`src/rtl/age_pkg.sv`:
```
// Package: shared definitions for the replacement age tracker.
// Assumes: nothing beyond IEEE 1800-2017 semantics.
package age_pkg;

    // Aging policy selected by the mode input.
    typedef enum logic {
        AGE_RECENCY = 1'b0,
        AGE_ARRIVAL = 1'b1
    } age_mode_e;

    // Width of a line index for a group of n lines (at least one bit).
    function automatic int idx_width(input int n);
        return (n > 1) ? $clog2(n) : 1;
    endfunction

    // Width of an age counter for a group of n lines.
    function automatic int age_width(input int n);
        return ((n > 1) ? $clog2(n) : 1) + 1;
    endfunction

endpackage

```
`src/rtl/age_victim_pick.sv`:
```
// Module: age_victim_pick
// Chooses the line to fill on a miss: the lowest-numbered invalid line if
// any exists, otherwise the line with the largest age (lowest index wins a
// tie). Purely combinational.
// Assumes: ages of invalid lines are zero (kept so by age_line_cell).
module age_victim_pick #(
    parameter int N  = 5,
    parameter int IW = 3,
    parameter int CW = 4
) (
    input  logic [N-1:0][CW-1:0] ages,
    input  logic [N-1:0]         valid,
    output logic [IW-1:0]        victim,
    output logic                 full_set
);

    logic          free_found;
    logic [IW-1:0] free_idx;
    logic [IW-1:0] best_idx;
    logic [CW-1:0] best_age;

    // Find the lowest-numbered free line.
    always_comb begin
        free_found = 1'b0;
        free_idx   = '0;
        for (int i = 0; i < N; i++) begin
            if (!valid[i] && !free_found) begin
                free_found = 1'b1;
                free_idx   = IW'(i);
            end
        end
    end

    // Find the oldest line; strict compare keeps the lowest index on ties.
    always_comb begin
        best_idx = '0;
        best_age = ages[0];
        for (int i = 1; i < N; i++) begin
            if (ages[i] > best_age) begin
                best_age = ages[i];
                best_idx = IW'(i);
            end
        end
    end

    // Free slot takes precedence over eviction.
    always_comb begin
        full_set = !free_found;
        victim   = free_found ? free_idx : best_idx;
    end

endmodule

```
`src/rtl/age_line_cell.sv`:
```
// Module: age_line_cell
// Holds the valid flag and saturating age counter of one line and applies
// the hit/miss update rule of the selected policy at each reported access.
// Assumes: on a hit, hit_age is the current age of the hit line, and that
// line is valid; sel_victim is high for exactly one cell on a miss.
module age_line_cell #(
    parameter int CW = 4
) (
    input  logic          clk,
    input  logic          rst_n,
    input  logic          upd_en,
    input  logic          is_hit,
    input  logic          arrival,
    input  logic          sel_hit,
    input  logic          sel_victim,
    input  logic          full_set,
    input  logic [CW-1:0] hit_age,
    output logic [CW-1:0] age_q,
    output logic          valid_q
);

    localparam logic [CW-1:0] AGE_MAX = {CW{1'b1}};

    logic [CW-1:0] age_d;
    logic [CW-1:0] age_inc;
    logic          valid_d;

    // Saturating increment of this line's age.
    always_comb begin
        age_inc = (age_q == AGE_MAX) ? age_q : age_q + CW'(1);
    end

    // Next-state rule for one line.
    always_comb begin
        age_d   = age_q;
        valid_d = valid_q;
        if (upd_en) begin
            if (is_hit) begin
                if (!arrival) begin
                    if (sel_hit) begin
                        age_d = '0;
                    end else if (valid_q && (age_q < hit_age)) begin
                        age_d = age_inc;
                    end
                end
            end else begin
                if (sel_victim) begin
                    valid_d = 1'b1;
                    age_d   = (full_set && !arrival) ? CW'(1) : '0;
                end else if (valid_q) begin
                    age_d = age_inc;
                end
            end
        end
    end

    // State register with synchronous active-low reset.
    always_ff @(posedge clk) begin
        if (!rst_n) begin
            age_q   <= '0;
            valid_q <= 1'b0;
        end else begin
            age_q   <= age_d;
            valid_q <= valid_d;
        end
    end

    // the cycle after reset the line is empty and young.
    assert_reset_clear_R1: assert property (@(posedge clk) disable iff (!rst_n)
        $past(!rst_n) |-> (age_q == '0) && !valid_q);

    // no access, no change.
    assert_idle_hold_R8: assert property (@(posedge clk) disable iff (!rst_n)
        !upd_en |=> $stable(age_q) && $stable(valid_q));

    // arrival-order hits never move an age.
    assert_arrival_hit_hold_R6: assert property (@(posedge clk) disable iff (!rst_n)
        (upd_en && is_hit && arrival) |=> $stable(age_q) && $stable(valid_q));

    // a recency hit makes this line youngest.
    assert_recency_hit_zero_R4: assert property (@(posedge clk) disable iff (!rst_n)
        (upd_en && is_hit && !arrival && sel_hit) |=> (age_q == '0));

    // a line chosen from the free pool becomes valid at age zero.
    assert_free_fill_R2: assert property (@(posedge clk) disable iff (!rst_n)
        (upd_en && !is_hit && sel_victim && !full_set) |=> valid_q && (age_q == '0));

    // in recency mode a replaced line starts at one.
    assert_recency_replace_one_R5: assert property (@(posedge clk) disable iff (!rst_n)
        (upd_en && !is_hit && sel_victim && full_set && !arrival) |=> (age_q == CW'(1)));

    // in arrival-order mode a replaced line starts at zero.
    assert_arrival_replace_zero_R7: assert property (@(posedge clk) disable iff (!rst_n)
        (upd_en && !is_hit && sel_victim && full_set && arrival) |=> (age_q == '0));

    // an invalid line not being filled stays invalid.
    assert_invalid_stays_R3: assert property (@(posedge clk) disable iff (!rst_n)
        (!valid_q && !(upd_en && !is_hit && sel_victim)) |=> !valid_q);

endmodule

```
`src/rtl/age_tracker.sv`:
```
// Module: age_tracker (top)
// Replacement age tracker for one fully associative group of N lines.
// Reports the victim line combinationally on a miss and updates all ages
// at the next clock edge, in recency or arrival-order mode.
// Assumes: a reported hit names a valid line with index below N.
module age_tracker
    import age_pkg::*;
#(
    parameter int  N  = 5,
    localparam int IW = idx_width(N),
    localparam int CW = age_width(N)
) (
    input  logic            clk,
    input  logic            rst_n,
    input  logic            acc_vld,
    input  logic            acc_hit,
    input  logic [IW-1:0]   hit_line,
    input  logic            fifo_mode,
    output logic [IW-1:0]   victim_line,
    output logic [N-1:0]    line_valid,
    output logic [N*CW-1:0] line_age
);

    age_mode_e           mode;
    logic                arrival;
    logic [N-1:0][CW-1:0] ages;
    logic [N-1:0]        valid;
    logic [CW-1:0]       hit_age;
    logic                full_set;

    // Decode the policy selection.
    always_comb begin
        mode    = age_mode_e'(fifo_mode);
        arrival = (mode == AGE_ARRIVAL);
    end

    // Age of the line named by the hit index (zero if out of range).
    always_comb begin
        hit_age = '0;
        for (int i = 0; i < N; i++) begin
            if (hit_line == IW'(i)) hit_age = ages[i];
        end
    end

    age_victim_pick #(.N(N), .IW(IW), .CW(CW)) pick_i (
        .ages     (ages),
        .valid    (valid),
        .victim   (victim_line),
        .full_set (full_set)
    );

    for (genvar g = 0; g < N; g++) begin : g_line
        age_line_cell #(.CW(CW)) cell_i (
            .clk        (clk),
            .rst_n      (rst_n),
            .upd_en     (acc_vld),
            .is_hit     (acc_hit),
            .arrival    (arrival),
            .sel_hit    (hit_line == IW'(g)),
            .sel_victim (victim_line == IW'(g)),
            .full_set   (full_set),
            .hit_age    (hit_age),
            .age_q      (ages[g]),
            .valid_q    (valid[g])
        );
    end

    // Flatten per-line state onto the output ports.
    always_comb begin
        line_valid = valid;
        line_age   = ages;
    end

    // with a free slot available, the victim is never a valid line.
    assert_victim_free_R2: assert property (@(posedge clk) disable iff (!rst_n)
        (acc_vld && !acc_hit && (line_valid != {N{1'b1}})) |-> !line_valid[victim_line]);

    // the victim index always names an existing line.
    assert_victim_range_R8: assert property (@(posedge clk) disable iff (!rst_n)
        acc_vld |-> (int'(victim_line) < N));

endmodule

```
`config.mk`:
```
export PLATFORM = sky130hd
export DESIGN_NAME = age_tracker
export DESIGN_NICKNAME = d
export VERILOG_FILES = /design/src/rtl/age_pkg.sv /design/src/rtl/age_victim_pick.sv /design/src/rtl/age_line_cell.sv /design/src/rtl/age_tracker.sv
export SDC_FILE = /design/constraint.sdc
export NUM_CORES = 1
export LEC_CHECK = 0
export ABC_AREA = 1
export BUFFER_PORTS_ARGS = -buffer_cell sky130_fd_sc_hd__buf_4
export CAP_MARGIN = 10
export CORE_UTILIZATION = 56
export CTS_BUF_LIST = sky130_fd_sc_hd__clkbuf_8
export CTS_CLUSTER_DIAMETER = 100
export DETAILED_ROUTE_END_ITERATION = 12
export PLACE_DENSITY = 0.76
export SLEW_MARGIN = 10
export SYNTH_ARGS = -nofsm -noshare
export SYNTH_HDL_FRONTEND = slang
export SYNTH_SLANG_ARGS = --single-unit
```
`constraint.sdc`:
```
create_clock -name clk -period 12.62 [get_ports clk]
set_input_delay 1.893 -clock clk [delete_from_list [all_inputs] [get_ports clk]]
set_output_delay 1.893 -clock clk [all_outputs]
set_load 0.005 [all_outputs]
```
* After elaboration in Yosys (flattened, before gate mapping) *
Cells that the tools add are included.
Widths: inputs -> output; s select.

storage, ports and cells
  output and inout port bits = 28
  flip-flop bits (word level) = 25
  bits of input ports = 8

operators by class
  multiplexer cells = 58
  order comparisons = 9
  reduce and logical (&&, ||, !) cells = 36
  add/sub/neg operators = 5
  equal/unequal tests = 19
  bitwise operators = 1

operator list
  cell                 number
  $mux 4               43
  $add 4x1->4 const B  5
  $eq 4x4->1 const B   5
  $lt 4x4->1           5
  $reduce_and 4->1     5
  $gt 4x4->1           4
  $ne 3x1->1 const B   5
  $reduce_and 3->1     5
  $reduce_bool 3->1    5
  $eq 3x2->1 const B   4
  $logic_and 1x1->1    10
  $logic_not 1->1      9
  $mux 3               3
  $mux 1               8
  $mux 2               4
  $eq 3x1->1 const B   2
  $eq 3x3->1 const B   2
  $logic_not 3->1      2
  $ne 2x2->1 const B   1
  $not 1->1            1

* Longest topological paths before layout *
Gate-level depths: netlist of run 1.

  depth after elaboration = 17
  mapped depth = 42
  gate-level depth less buffers = 42

* Hierarchy *
Synthesis of run 1 repeated with hierarchy kept, for this count alone.

unflattened totals
  cells, all modules = 529
  area, all modules = 3138.0 um^2

modules (own cells, without submodules)
  module           cells an instance  times used  sequential area each (um^2)  area an instance (um^2)
  age_line_cell    70                 5           100.1                        425.4
  age_victim_pick  124                1           0.0                          750.7
  age_tracker      55                 1           0.0                          260.2

* Worst setup path before layout of run 1 *
Ideal clock, no wire load.

  path type = register to output
  start point = reg g_line[0].cell_i.age_q[2]
  end point = out victim_line[0]
  arrival = 4.274 ns
  slack = 6.453 ns
  cell stages (with the launch flop) = 31
  path buffers = 0
  required time = 10.727 ns
  path through = dfxtp_1 inv_1 ha_1 nand2_1 inv_2 nand2_1 nand2_2 nand2_4 nand2_1 o21ai_0 ha_1 inv_1 o21bai_1 inv_2 nand2_2 nand2_4 nand2_1 o21ai_0 ha_1 nand2_1 o21ai_0 nand2_1 nand2_1 o21ai_0 ha_1 a21oi_1 o21ai_0 o21a_1 o21ai_0 nand2_1 a21oi_4

between the ends
  cells in the longest elaborated chain, start to end = 9

RTL lines
  item                    line                   RTL
  from (decl)             age_line_cell.sv:18    output logic [CW-1:0] age_q,
  from (signal assigned)  age_line_cell.sv:63    age_q <= age_d;
  $gt 4x4->1              age_victim_pick.sv:39  if (ages[i] > best_age) begin
  $mux 4                  age_victim_pick.sv:39
  $gt 4x4->1              age_victim_pick.sv:39
  $mux 4                  age_victim_pick.sv:39
  $gt 4x4->1              age_victim_pick.sv:39
  $mux 4                  age_victim_pick.sv:39
  $gt 4x4->1              age_victim_pick.sv:39
  $mux 3 *                age_victim_pick.sv:39
  $mux 3 *                age_victim_pick.sv:49  victim = free_found ? free_idx : best_idx;
  to (decl)               age_tracker.sv:19      output logic [IW-1:0] victim_line,

Every way passes the cells marked *; elsewhere a longest branch is shown, timed or not.

* Worst setup path in the final report of run 1 *
Ends and elaborated chain as after synthesis.

==> results.md, run 1 <==
- Kind of capture point of the worst setup path: output port
- Setup bufs post-CTS: 0
- Cell leakage power: 1.638 nW
- Standard cell core area: between 4000 and 5000 µm²
- Routed Antenna Nets: 0
- Diodes inserted: 0
- Result of the run: finished, final reports clean
- Clock-pin transition on the worst setup and hold timing paths: 0.10 ns
- HPWL Detailed: 6431 µm
- Post-synth design cell area: 2898 µm²
- Layout filler cell count: 468
- Worst r2r src: g_line[0].cell_i.age_q[2]
- DR top layer: met4
- Destination of the worst hold path: g_line[3].cell_i.valid_q
- Count of hold buffers inserted by post-cts repair: 0
- Worst hold-check slack: around 0.56 ns
- Worst clock skew: between 0.003 and 0.004 ns
- FF-to-FF path depth: 34
- Number of gates given a new drive strength after cts: 0
- WL met3: roughly 450 µm
- Number of setup violations in the final report: 0
- Clk network pwr share: between 10% and 20%
- Final WL: roughly 8100 µm
- Pre-CTS setup slack: ~5.8 ns
- Total congestion overflow after global routing: 0
- Vias/cell: 5.572
- CP max-delay cell: sky130_fd_sc_hd__dfxtp_1
- Layout net count: roughly 540
- Critical path data arrival time: 5.35 ns
- Vias: roughly 3100
- Clock tree root buffer cell: sky130_fd_sc_hd__clkbuf_8
- Signed area change from the synthesized netlist to the final layout: 11.83%
- Routed length on met1: between 3000 and 4000 µm
- Areal power density over the cells: between 90 and 100 nW/µm²
- Post-detailed-route wirelength per cell: between 10 and 15 µm
- Maximum capacitance violations: 0
- Synth Net Count: slightly above 500
- Worst-case register-to-register setup slack: just over 7 ns
- Data required time of the critical path: 10.73 ns
- Fraction of power spent switching nets: between 40% and 50%
- Clock Path Buffers: 2
- Detailed router's first-iteration violation count: roughly 220
- Highest attainable clock frequency: roughly 0.14 GHz
- Final total negative setup slack: 0 ns
- Final Slew Violations: 0
- Initial Utilization: 59.77%
- Number of antenna violations at the first check in global routing: 0
- Met2 wire length: 3833 µm
- GRT Util Overall: 31.17%
- Number of global-route vias before repair: 2808
- Transition time at the pin with the least slew margin: between 1 and 1.5 ns
- Post-layout minimum cycle time: between 7 and 8 ns
- Register area share after synthesis: 17.27%
- Cell repeated most along the worst path: sky130_fd_sc_hd__nand2_1
- Gate count of the mapped netlist: roughly 470
- Gate power share: between 50% and 60%
- Insertion delay of the later-clocked pin in the worst-skew pair: 0.28 ns
- Post-route total power: 311.8 µW
- Synthesized area per cell: 6.218 µm²
- Die area: 5466 µm²
- Count of buffers from port buffering: 35
- CTS tree: yes
- Post-synth cell types: 33
- Worst Hold Depth: 2
- Final critical-path setup slack: around 5.4 ns
- Die boundary height: around 74 µm
- Worst hold path startpoint: g_line[3].cell_i.valid_q
- Sinks on Clock Net: 25
- Startpoint type of the worst setup path: register
- Maximum number of pins on one net before global-route repair: 19
- Part of the total power dissipated in sequential elements: around 28%
- Headroom to the max-slew limit: between 20% and 30%
- Internal power component: 168.4 µW
- Number of endpoints with negative hold slack in the final report: 0
- Largest stage delay, worst path: 0.48 ns
- Flop and latch count out of synthesis: 25
- Number of remaining DRC errors: 0
- Number of warnings issued by yosys: 0
- Critical setup path kind: reg2out
- Site row count: 25
- Global-route wire length before repair: between 10000 and 15000 µm
- Final critical-path share of the clock period: a little under three fifths
- Peak ir drop on the vdd network: 60.73 µV
- Net load switching power: around 140 µW
- Die Wd: roughly 74 µm
- Hold/Removal Path Class: reg2reg
- Number of top-level design ports: 36
- Destination of the worst register-to-register timing path: g_line[1].cell_i.age_q[0]
- Largest fanout of any net on the critical path: 10
- Setup repair after global routing missed its margin: no
- CTS H-tree depth: 1
- Ratio of cells with drive above 1 in the final layout: about 17%
- Total clock buffers created by CTS: 3
- Final design utilization: between 60% and 70%
- Gp weighted congestion: between 0.9 and 1
- Pre-antenna DRT Iters: 5
## cells in the mapped netlist, drive strengths merged
cell     instances  area (µm²)
clkbuf           2       7.510
clkinv           2       7.510
nor3             7       35.03
inv             65       244.0
nand2          134       598.1
o221ai           1       8.760
o21a             1       7.510
a2111oi          1       8.760
a21oi           51       285.3
nand3           36       195.2
o21ai           27       138.9
a211oi           6       45.04
buf              8       52.55
nor2            45       176.4
o211ai           2       15.01
a31oi            1       6.260
ha              34       425.4
mux2i            3       30.03
nand4            3       18.77
o22ai            4       25.02
o21bai           1       7.510
dfxtp           25       500.5
a22oi            2       15.01
xor2             5       43.79
## cell families after synthesis
family,share of synthesized area (%)
mux,1.036
buf+inv,10.75
compound gates,19.43
xor+xnor,1.511
simple gates,35.32
flops,17.27
fa+ha+maj,14.68
## through the flow
| step | instances | cell area [µm²] |
|---|---|---|
| floorplan | 466 | 2898 |
| global placement | 559 | 3192 |
| detailed placement | 559 | 3192 |
| CTS | 563 | 3241 |
| global route | 563 | 3241 |
| finish | 563 | 3241 |
## worst max-delay path, delay by kind of cell (launching register included)
kind | cells | cell delay (ns)
simple gates | 14 | 1.31
compound gates | 9 | 1.66
buf+inv | 3 | 0.37
flops | 1 | 0.48
fa+ha+maj | 4 | 1.26
## placed cells by master (no fill, tap or decap), drive strengths merged, types with 3 or more instances in the layout
master	count
a211oi	6
a21oi	51
buf	36
clkbuf	3
dfxtp	25
ha	34
inv	65
mux2i	3
nand2	134
nand3	36
nand4	3
nor2	45
nor3	7
o21ai	27
o22ai	4
xor2	5
## metal layers
metal  up-vias  GRT usage [%]
met5         -              0
met3        16          3.930
met2       101          52.12
met1      1424          40.74
met4         0          12.18
li1       1596              -
## area by class of cell
cell class	count	area [µm²]	area share, %
Multi-Input combinational cell	364	2086	64.36
Inverter	67	251.5	7.761
Timing Repair Buffer	36	270.3	8.340
Tap cell	67	83.83	2.587
Clock buffer	3	41.29	1.274
Sequential cell	25	500.5	15.44
Clock inverter	1	7.507	0.2317
## power by group through the flow
| stage | logic [mW] | registers [mW] | clock network (mW) |
|---|---|---|---|
| 5_1_grt | 0.195 | 0.0896 | 0.0564 |
| 4_1_cts | 0.169 | 0.0888 | 0.0535 |
| 2_1_floorplan | 0.132 | 0.0888 | 0 |
| 6_report | 0.171 | 0.0888 | 0.0517 |
| 3_3_place_gp | 0.162 | 0.0907 | 0 |
| 3_5_place_dp | 0.168 | 0.0907 | 0 |
## flip-flops by register name, indices dropped and copies added (netlist names)
| signal | cells |
|---|---|
| g_line.cell_i.valid_q | 5 |
| g_line.cell_i.age_q | 20 |
## worst max path at each step
stage                               from              to  slack (ns)
2_1_floorplan  g_line[0].cell_i.age_q[2]  victim_line[0]        6.45
3_3_place_gp   g_line[0].cell_i.age_q[2]  victim_line[0]        5.94
3_5_place_dp   g_line[0].cell_i.age_q[2]  victim_line[0]        5.76
4_1_cts        g_line[0].cell_i.age_q[2]  victim_line[0]        5.44
5_1_grt        g_line[0].cell_i.age_q[3]  victim_line[0]        4.94
6_report       g_line[0].cell_i.age_q[2]  victim_line[0]        5.37
No activity file was read; power rests on OpenSTA's default activity.
==> run 2, diff against run 1 <==
- CORE_UTILIZATION: 56 -> 55
- PLACE_DENSITY: 0.76 -> 0.78
- clock period: 12.62 -> 5.94 ns (I/O delays scaled with it)
==> run 2 against run 1 <==
  * Via count rose by 3.7%
  * First-iteration DRC count rose by 62%
  * Critical path depth rose by 1
  * Global-route usage rose by 1.6 points
  * Wire length rose by 8.9%
  * Register-to-register slack got worse by 6.1 ns
  * Power rose by 120%
  * Cell count rose by 1.8%
  * Clock skew rose by 0.00053 ns
  * Count of clock-buffer cells in the layout did not move
  * Critical path type unchanged
  * Largest power group unchanged
==> results.md, run 2 (same netlist as run 1, synthesis figures left out) <==
- Post-layout minimum cycle time: 5.565 ns
- Number of setup violations in the final report: 0
- Initial Utilization: a little under three fifths
- Grt met3 use: 3.659%
- Cell leakage power: approximately 1.7 nW
- Cell repeated most along the worst path: sky130_fd_sc_hd__nand2_1
- Worst Hold Depth: 2
- Pre-CTS setup slack: 0.2976 ns
- Routed Antenna Nets: 0
- Standard cell core area: around 5100 µm²
- Total congestion overflow after global routing: 0
- Layout net count: ~550
- Top reg by flops: g_line.cell_i.age_q
- Global-route wire length before repair: 13730 µm
- Number of antenna violations at the first check in global routing: 0
- Startpoint type of the worst setup path: register
- Clock tree root buffer cell: sky130_fd_sc_hd__clkbuf_8
- Largest fanout of any net on the critical path: 10
- Gp weighted congestion: around 1
- Peak ir drop on the vdd network: between 100 and 150 µV
- Vias: 3254
- Die Wd: between 70 and 80 µm
- CP max-delay cell: sky130_fd_sc_hd__dfxtp_4
- Largest stage delay, worst path: ~0.38 ns
- Maximum number of pins on one net before global-route repair: 19
- Met1 Resource Use GR: 43.17%
- Layout filler cell count: ~500
- Worst clock skew: approximately 0.0039 ns
- Kind of capture point of the worst setup path: output port
- Number of remaining DRC errors: 0
- HPWL Detailed: between 6000 and 7000 µm
- Vias/cell: approximately 5.7
- Post-route total power: approximately 690 µW
- Cell Count Post-Placement: about 570
- Signed area change from the synthesized netlist to the final layout: 14.72%
- Areal power density over the cells: around 210 nW/µm²
- Number of top-level design ports: 36
- Headroom to the max-slew limit: around two fifths
- Sinks on Clock Net: 25
- Final critical-path share of the clock period: 93.69%
- Commonest non-fill, non-tap cell in the layout: sky130_fd_sc_hd__nand2_1
- Final design utilization: roughly two thirds
- Insertion delay of the later-clocked pin in the worst-skew pair: 0.28 ns
- Number of global-route vias before repair: ~2900
- Clock Path Buffers: 2
- CTS tree: yes
- Maximum capacitance violations: 0
- Final Slew Violations: 0
- Commonest non-fill, non-tap cells in the layout: sky130_fd_sc_hd__nand2_1, sky130_fd_sc_hd__inv_1, sky130_fd_sc_hd__a21oi_1, sky130_fd_sc_hd__buf_4, sky130_fd_sc_hd__nor2_1
- Diodes inserted: 0
- Pre-antenna DRT Iters: 6
- Critical setup path kind: reg2out
- Critical path data arrival time: ~4.7 ns
- Hold/Removal Path Class: reg2reg
- Die area: approximately 5600 µm²
- CTS H-tree depth: 1
- Final total negative setup slack: 0 ns
- Registers with the highest flip-flop counts: g_line.cell_i.age_q (20), g_line.cell_i.valid_q (5)
- Site row count: 26
- Global-route track usage on met2: between 50% and 60%
- Worst-case register-to-register setup slack: between 0.9 and 1 ns
- Detailed router's first-iteration violation count: between 300 and 400
- Post-detailed-route wirelength per cell: about 15 µm
- Count of buffers from port buffering: 35
- Final standard cell count with taps included and fillers excluded: roughly 570
- Die boundary height: ~75 µm
- Result of the run: finished, final reports clean
- Number of endpoints with negative hold slack in the final report: 0
- Clock-pin transition on the worst setup and hold timing paths: ~0.1 ns
- FF-to-FF path depth: 32
- Ratio of cells with drive above 1 in the final layout: 19.88%
- Highest-utilization routing layer at the global route stage: met2
- Data required time of the critical path: slightly above 5 ns
- Final WL: ~8800 µm
- Flip-flop count of the largest register after layout: 20
- Final critical-path setup slack: between 0.3 and 0.4 ns
- Highest attainable clock frequency: around 0.18 GHz
- GRT Util Overall: roughly a third
- Transition time at the pin with the least slew margin: a little under 0.9 ns
- Total clock buffers created by CTS: 3
-- run 2: cell types whose count changed in the layout (fill, tap and decap cells not counted) --
cell and delta:
sky130_fd_sc_hd__buf_4 +7, sky130_fd_sc_hd__clkinv_2 +1, sky130_fd_sc_hd__clkinvlp_4 -1, sky130_fd_sc_hd__dfxtp_1 -4, sky130_fd_sc_hd__dfxtp_2 +1, sky130_fd_sc_hd__dfxtp_4 +3, sky130_fd_sc_hd__inv_1 -2, sky130_fd_sc_hd__inv_2 +2
sky130_fd_sc_hd__nand2_1 -2, sky130_fd_sc_hd__nand2_2 +1, sky130_fd_sc_hd__nand2_4 +1, sky130_fd_sc_hd__o21ai_0 -5, sky130_fd_sc_hd__o21ai_1 +3, sky130_fd_sc_hd__o21ai_2 +2
-- run 2: path summary, 6_finish.rpt --
path                                     to                      start
setup / recovery             victim_line[0]  g_line[0].cell_i.age_q[3]
hold / removal     g_line[1].cell_i.valid_q   g_line[1].cell_i.valid_q
setup reg to reg  g_line[4].cell_i.age_q[0]  g_line[0].cell_i.age_q[3]
hold reg to reg    g_line[1].cell_i.valid_q   g_line[1].cell_i.valid_q
-- run 2: routing by layer --
layer | vias up | wire (µm)
li1 | 1612 | -
met1 | 1442 | 3770
met2 | 169 | 4062
met3 | 31 | 634
met4 | 0 | 363
met5 | - | 0
-- run 2: layout make-up --
| type | count | area, µm² | share of cell area (%) |
|---|---|---|---|
| clock inverters | 1 | 5.005 | 0.1505 |
| multi-input cells | 364 | 2103 | 63.27 |
| inverters | 67 | 251.5 | 7.565 |
| repair buffers | 43 | 322.8 | 9.710 |
| well taps | 70 | 87.58 | 2.635 |
| flip-flops and latches | 25 | 513.0 | 15.43 |
| clock buffers | 3 | 41.29 | 1.242 |
-- run 2: what timing repair did --
item / CTS / global route
pin swaps: 0 / 5
hold buffers: 0 / 0
endpoints found under the setup margin: 1 / 3
setup buffers: 0 / 4
gates resized for setup: 2 / 17
-- run 2: worst max-delay path: cells and delay by family, from the launching register on --
kind                     cells  cell delay [ns]
flip-flops                   1             0.38
AND/OR/NAND/NOR             12             1.00
adder cells (fa/ha/maj)      4             1.31
buffers and inverters        5             0.37
AO/OA/AOI/OAI               10             1.34
-- run 2: power breakdown --
part,internal (mW),total (mW),switching [mW]
logic,0.145,0.387,0.243
registers,0.175,0.189,0.0142
clock network,0.0471,0.108,0.0613
total,0.367,0.685,0.318
-- run 2: metrics by stage --
stage	instance area, µm²	hold slack (ns)
floorplan	2898	0.4841
global placement	3218	0.5709
detailed placement	3218	0.5725
CTS	3267	0.5914
global route	3324	0.6194
finish	3324	0.5961
==> run 3, diff against run 2 <==
- PLACE_DENSITY: 0.78 -> 0.88
==> run 3 against run 2 <==
  * Die area unchanged
  * Via count increased by 1.8%
  * Largest cell class unchanged
  * Sequential power is essentially flat
  * First-iteration DRC count is 31% lower
  * Register-to-register slack worse by 0.06 ns
  * Critical endpoint unchanged
  * Sequential share of layout area is 0.39 points lower
  * Clock skew rose by 0.0018 ns
==> results.md, run 3 (same netlist as run 1, synthesis figures left out) <==
- Number of antenna violations at the first check in global routing: 0
- Startpoint type of the worst setup path: register
- Commonest non-fill, non-tap cells in the layout: sky130_fd_sc_hd__nand2_1, sky130_fd_sc_hd__inv_1, sky130_fd_sc_hd__buf_4, sky130_fd_sc_hd__a21oi_1, sky130_fd_sc_hd__nor2_1
- Clock Path Buffers: 2
- Site row count: 26
- Final critical-path setup slack: between 0.2 and 0.25 ns
- Post-detailed-placement cell area: roughly 3200 µm²
- Count of buffers from port buffering: 35
- Top reg by flops: g_line.cell_i.age_q
- Cell repeated most along the worst path: sky130_fd_sc_hd__nand2_1
- Number of remaining DRC errors: 0
- Layout net count: around 550
- Post-route cell area: about 3400 µm²
- Worst hold-check slack: between 0.5 and 0.6 ns
- Cell leakage power: around 1.7 nW
- Number of endpoints with negative hold slack in the final report: 0
- Insertion delay of the later-clocked pin in the worst-skew pair: between 0.2 and 0.3 ns
- Final total negative setup slack: 0 ns
- Largest stage delay, worst path: about 0.4 ns
- Sinks on Clock Net: 25
- Ratio of cells with drive above 1 in the final layout: a little over a fifth
- Clock tree root buffer cell: sky130_fd_sc_hd__clkbuf_8
- Number of global-route vias before repair: approximately 3000
- Post-layout minimum cycle time: between 5 and 6 ns
- Kind of capture point of the worst setup path: output port
- Total clock buffers created by CTS: 3
- Number of top-level design ports: 36
- CTS tree: yes
- Global-route wire length before repair: between 10000 and 15000 µm
- Post-route total power: slightly above 700 µW
- Highest attainable clock frequency: between 0.15 and 0.2 GHz
- Die boundary height: between 70 and 80 µm
- Critical setup path kind: reg2out
- CTS H-tree depth: 1
- GRT Util Overall: between 30% and 40%
- Number of setup violations in the final report: 0
- Cell family contributing the most delay on the critical path: compound AO/OA/AOI/OAI gates
- Die Wd: between 70 and 80 µm
- Clock-pin transition on the worst setup and hold timing paths: 0.10 ns
- CP max-delay cell: sky130_fd_sc_hd__dfxtp_4
- HPWL Detailed: approximately 6600 µm
- Total congestion overflow after global routing: 0
- Hold/Removal Path Class: reg2reg
- Worst clock skew: ~0.0057 ns
- Signed area change from the synthesized netlist to the final layout: 17.44%
- Detailed router's first-iteration violation count: around 250
- Headroom to the max-slew limit: between 40% and 50%
- Post-detailed-route wirelength per cell: approximately 15 µm
- Data required time of the critical path: ~5.1 ns
- Commonest non-fill, non-tap cell in the layout: sky130_fd_sc_hd__nand2_1
- Count of hold buffers inserted by post-cts repair: 0
- Final Slew Violations: 0
- Die area: around 5600 µm²
- Peak ir drop on the vdd network: between 100 and 150 µV
- Standard cell core area: 5075 µm²
- Critical path data arrival time: just under 5 ns
- Flip-flop count of the largest register after layout: 20
- Registers with the highest flip-flop counts: g_line.cell_i.age_q (20), g_line.cell_i.valid_q (5)
- Final critical-path share of the clock period: between 90% and 100%
- Pre-CTS setup slack: 0.1639 ns
- Result of the run: finished, final reports clean
- Vias/cell: 5.714
- Maximum number of pins on one net before global-route repair: 19
- Gp weighted congestion: between 0.9 and 1
- Diodes inserted: 0
- Maximum capacitance violations: 0
- Largest fanout of any net on the critical path: 10
- WP buf/inv: 4
- Routed Antenna Nets: 0
- Initial Utilization: a little under three fifths
- Areal power density over the cells: around 210 nW/µm²
- Pre-antenna DRT Iters: 5
- Vias: 3314
- Final WL: 8791 µm
- Transition time at the pin with the least slew margin: between 0.8 and 0.9 ns
run 3: cell count changes in the layout (fill, tap and decap cells not counted), moves of 2 or more:
| cell | delta |
|---|---|
| sky130_fd_sc_hd__inv_2 | -2 |
| sky130_fd_sc_hd__nand2_1 | +2 |
| sky130_fd_sc_hd__clkinvlp_4 | +3 |
| sky130_fd_sc_hd__ha_4 | +2 |
| sky130_fd_sc_hd__o21ai_0 | +2 |
| sky130_fd_sc_hd__ha_1 | -2 |
| sky130_fd_sc_hd__buf_4 | +6 |
run 3: per-layer routing:
metal	wire length, µm	global-route usage, %	vias up
li1	-	-	1629
met1	3600	37.84	1487
met2	4228	54.25	159
met3	582	5.149	39
met4	379	16.98	0
met5	0	0	-
run 3: through the flow:
step           utilization (%)  instances
4_1_cts                  64.77        571
3_5_place_dp             63.71        567
2_1_floorplan                -        466
6_report                 67.06        580
5_1_grt                  67.06        580
3_3_place_gp             63.71        567
run 3: worst paths after layout:
kind / startpoint / to / slack, ns / depth (start not counted)
worst max-delay path: g_line[0].cell_i.age_q[1] / victim_line[0] / 0.24 / 31
worst min-delay path: g_line[0].cell_i.valid_q / g_line[0].cell_i.valid_q / 0.57 / 2
worst max register to register: g_line[0].cell_i.age_q[1] / g_line[3].cell_i.age_q[0] / 0.86 / 36
worst min register to register: g_line[0].cell_i.valid_q / g_line[0].cell_i.valid_q / 0.57 / 2
run 3: worst min-delay path, cell delays in order (launching register included):
cell and delay (ns):
sky130_fd_sc_hd__dfxtp_1 0.34, sky130_fd_sc_hd__inv_1 0.12, sky130_fd_sc_hd__a21oi_1 0.08
run 3: what timing repair did:
item                       4_1_cts  5_1_grt
setup buffers                    0        8
pin swaps                        0        3
setup endpoints to repair        2        3
cloned                           0        1
gates resized for setup          4       13
run 3: cell type report:
type,count,area [µm²]
Tap cell,70,87.58
Clock buffer,3,41.29
Sequential cell,25,511.7
Multi-Input combinational cell,365,2128
Clock inverter,1,7.507
Timing Repair Buffer,49,367.9
Inverter,67,259.0
Fill cell,481,1672
run 3: where the power goes:
part | switching [mW] | total, mW | internal, mW
sequential | 0.0140 | 0.189 | 0.175
combinational | 0.253 | 0.408 | 0.155
clock | 0.0654 | 0.113 | 0.0478
total | 0.332 | 0.710 | 0.378
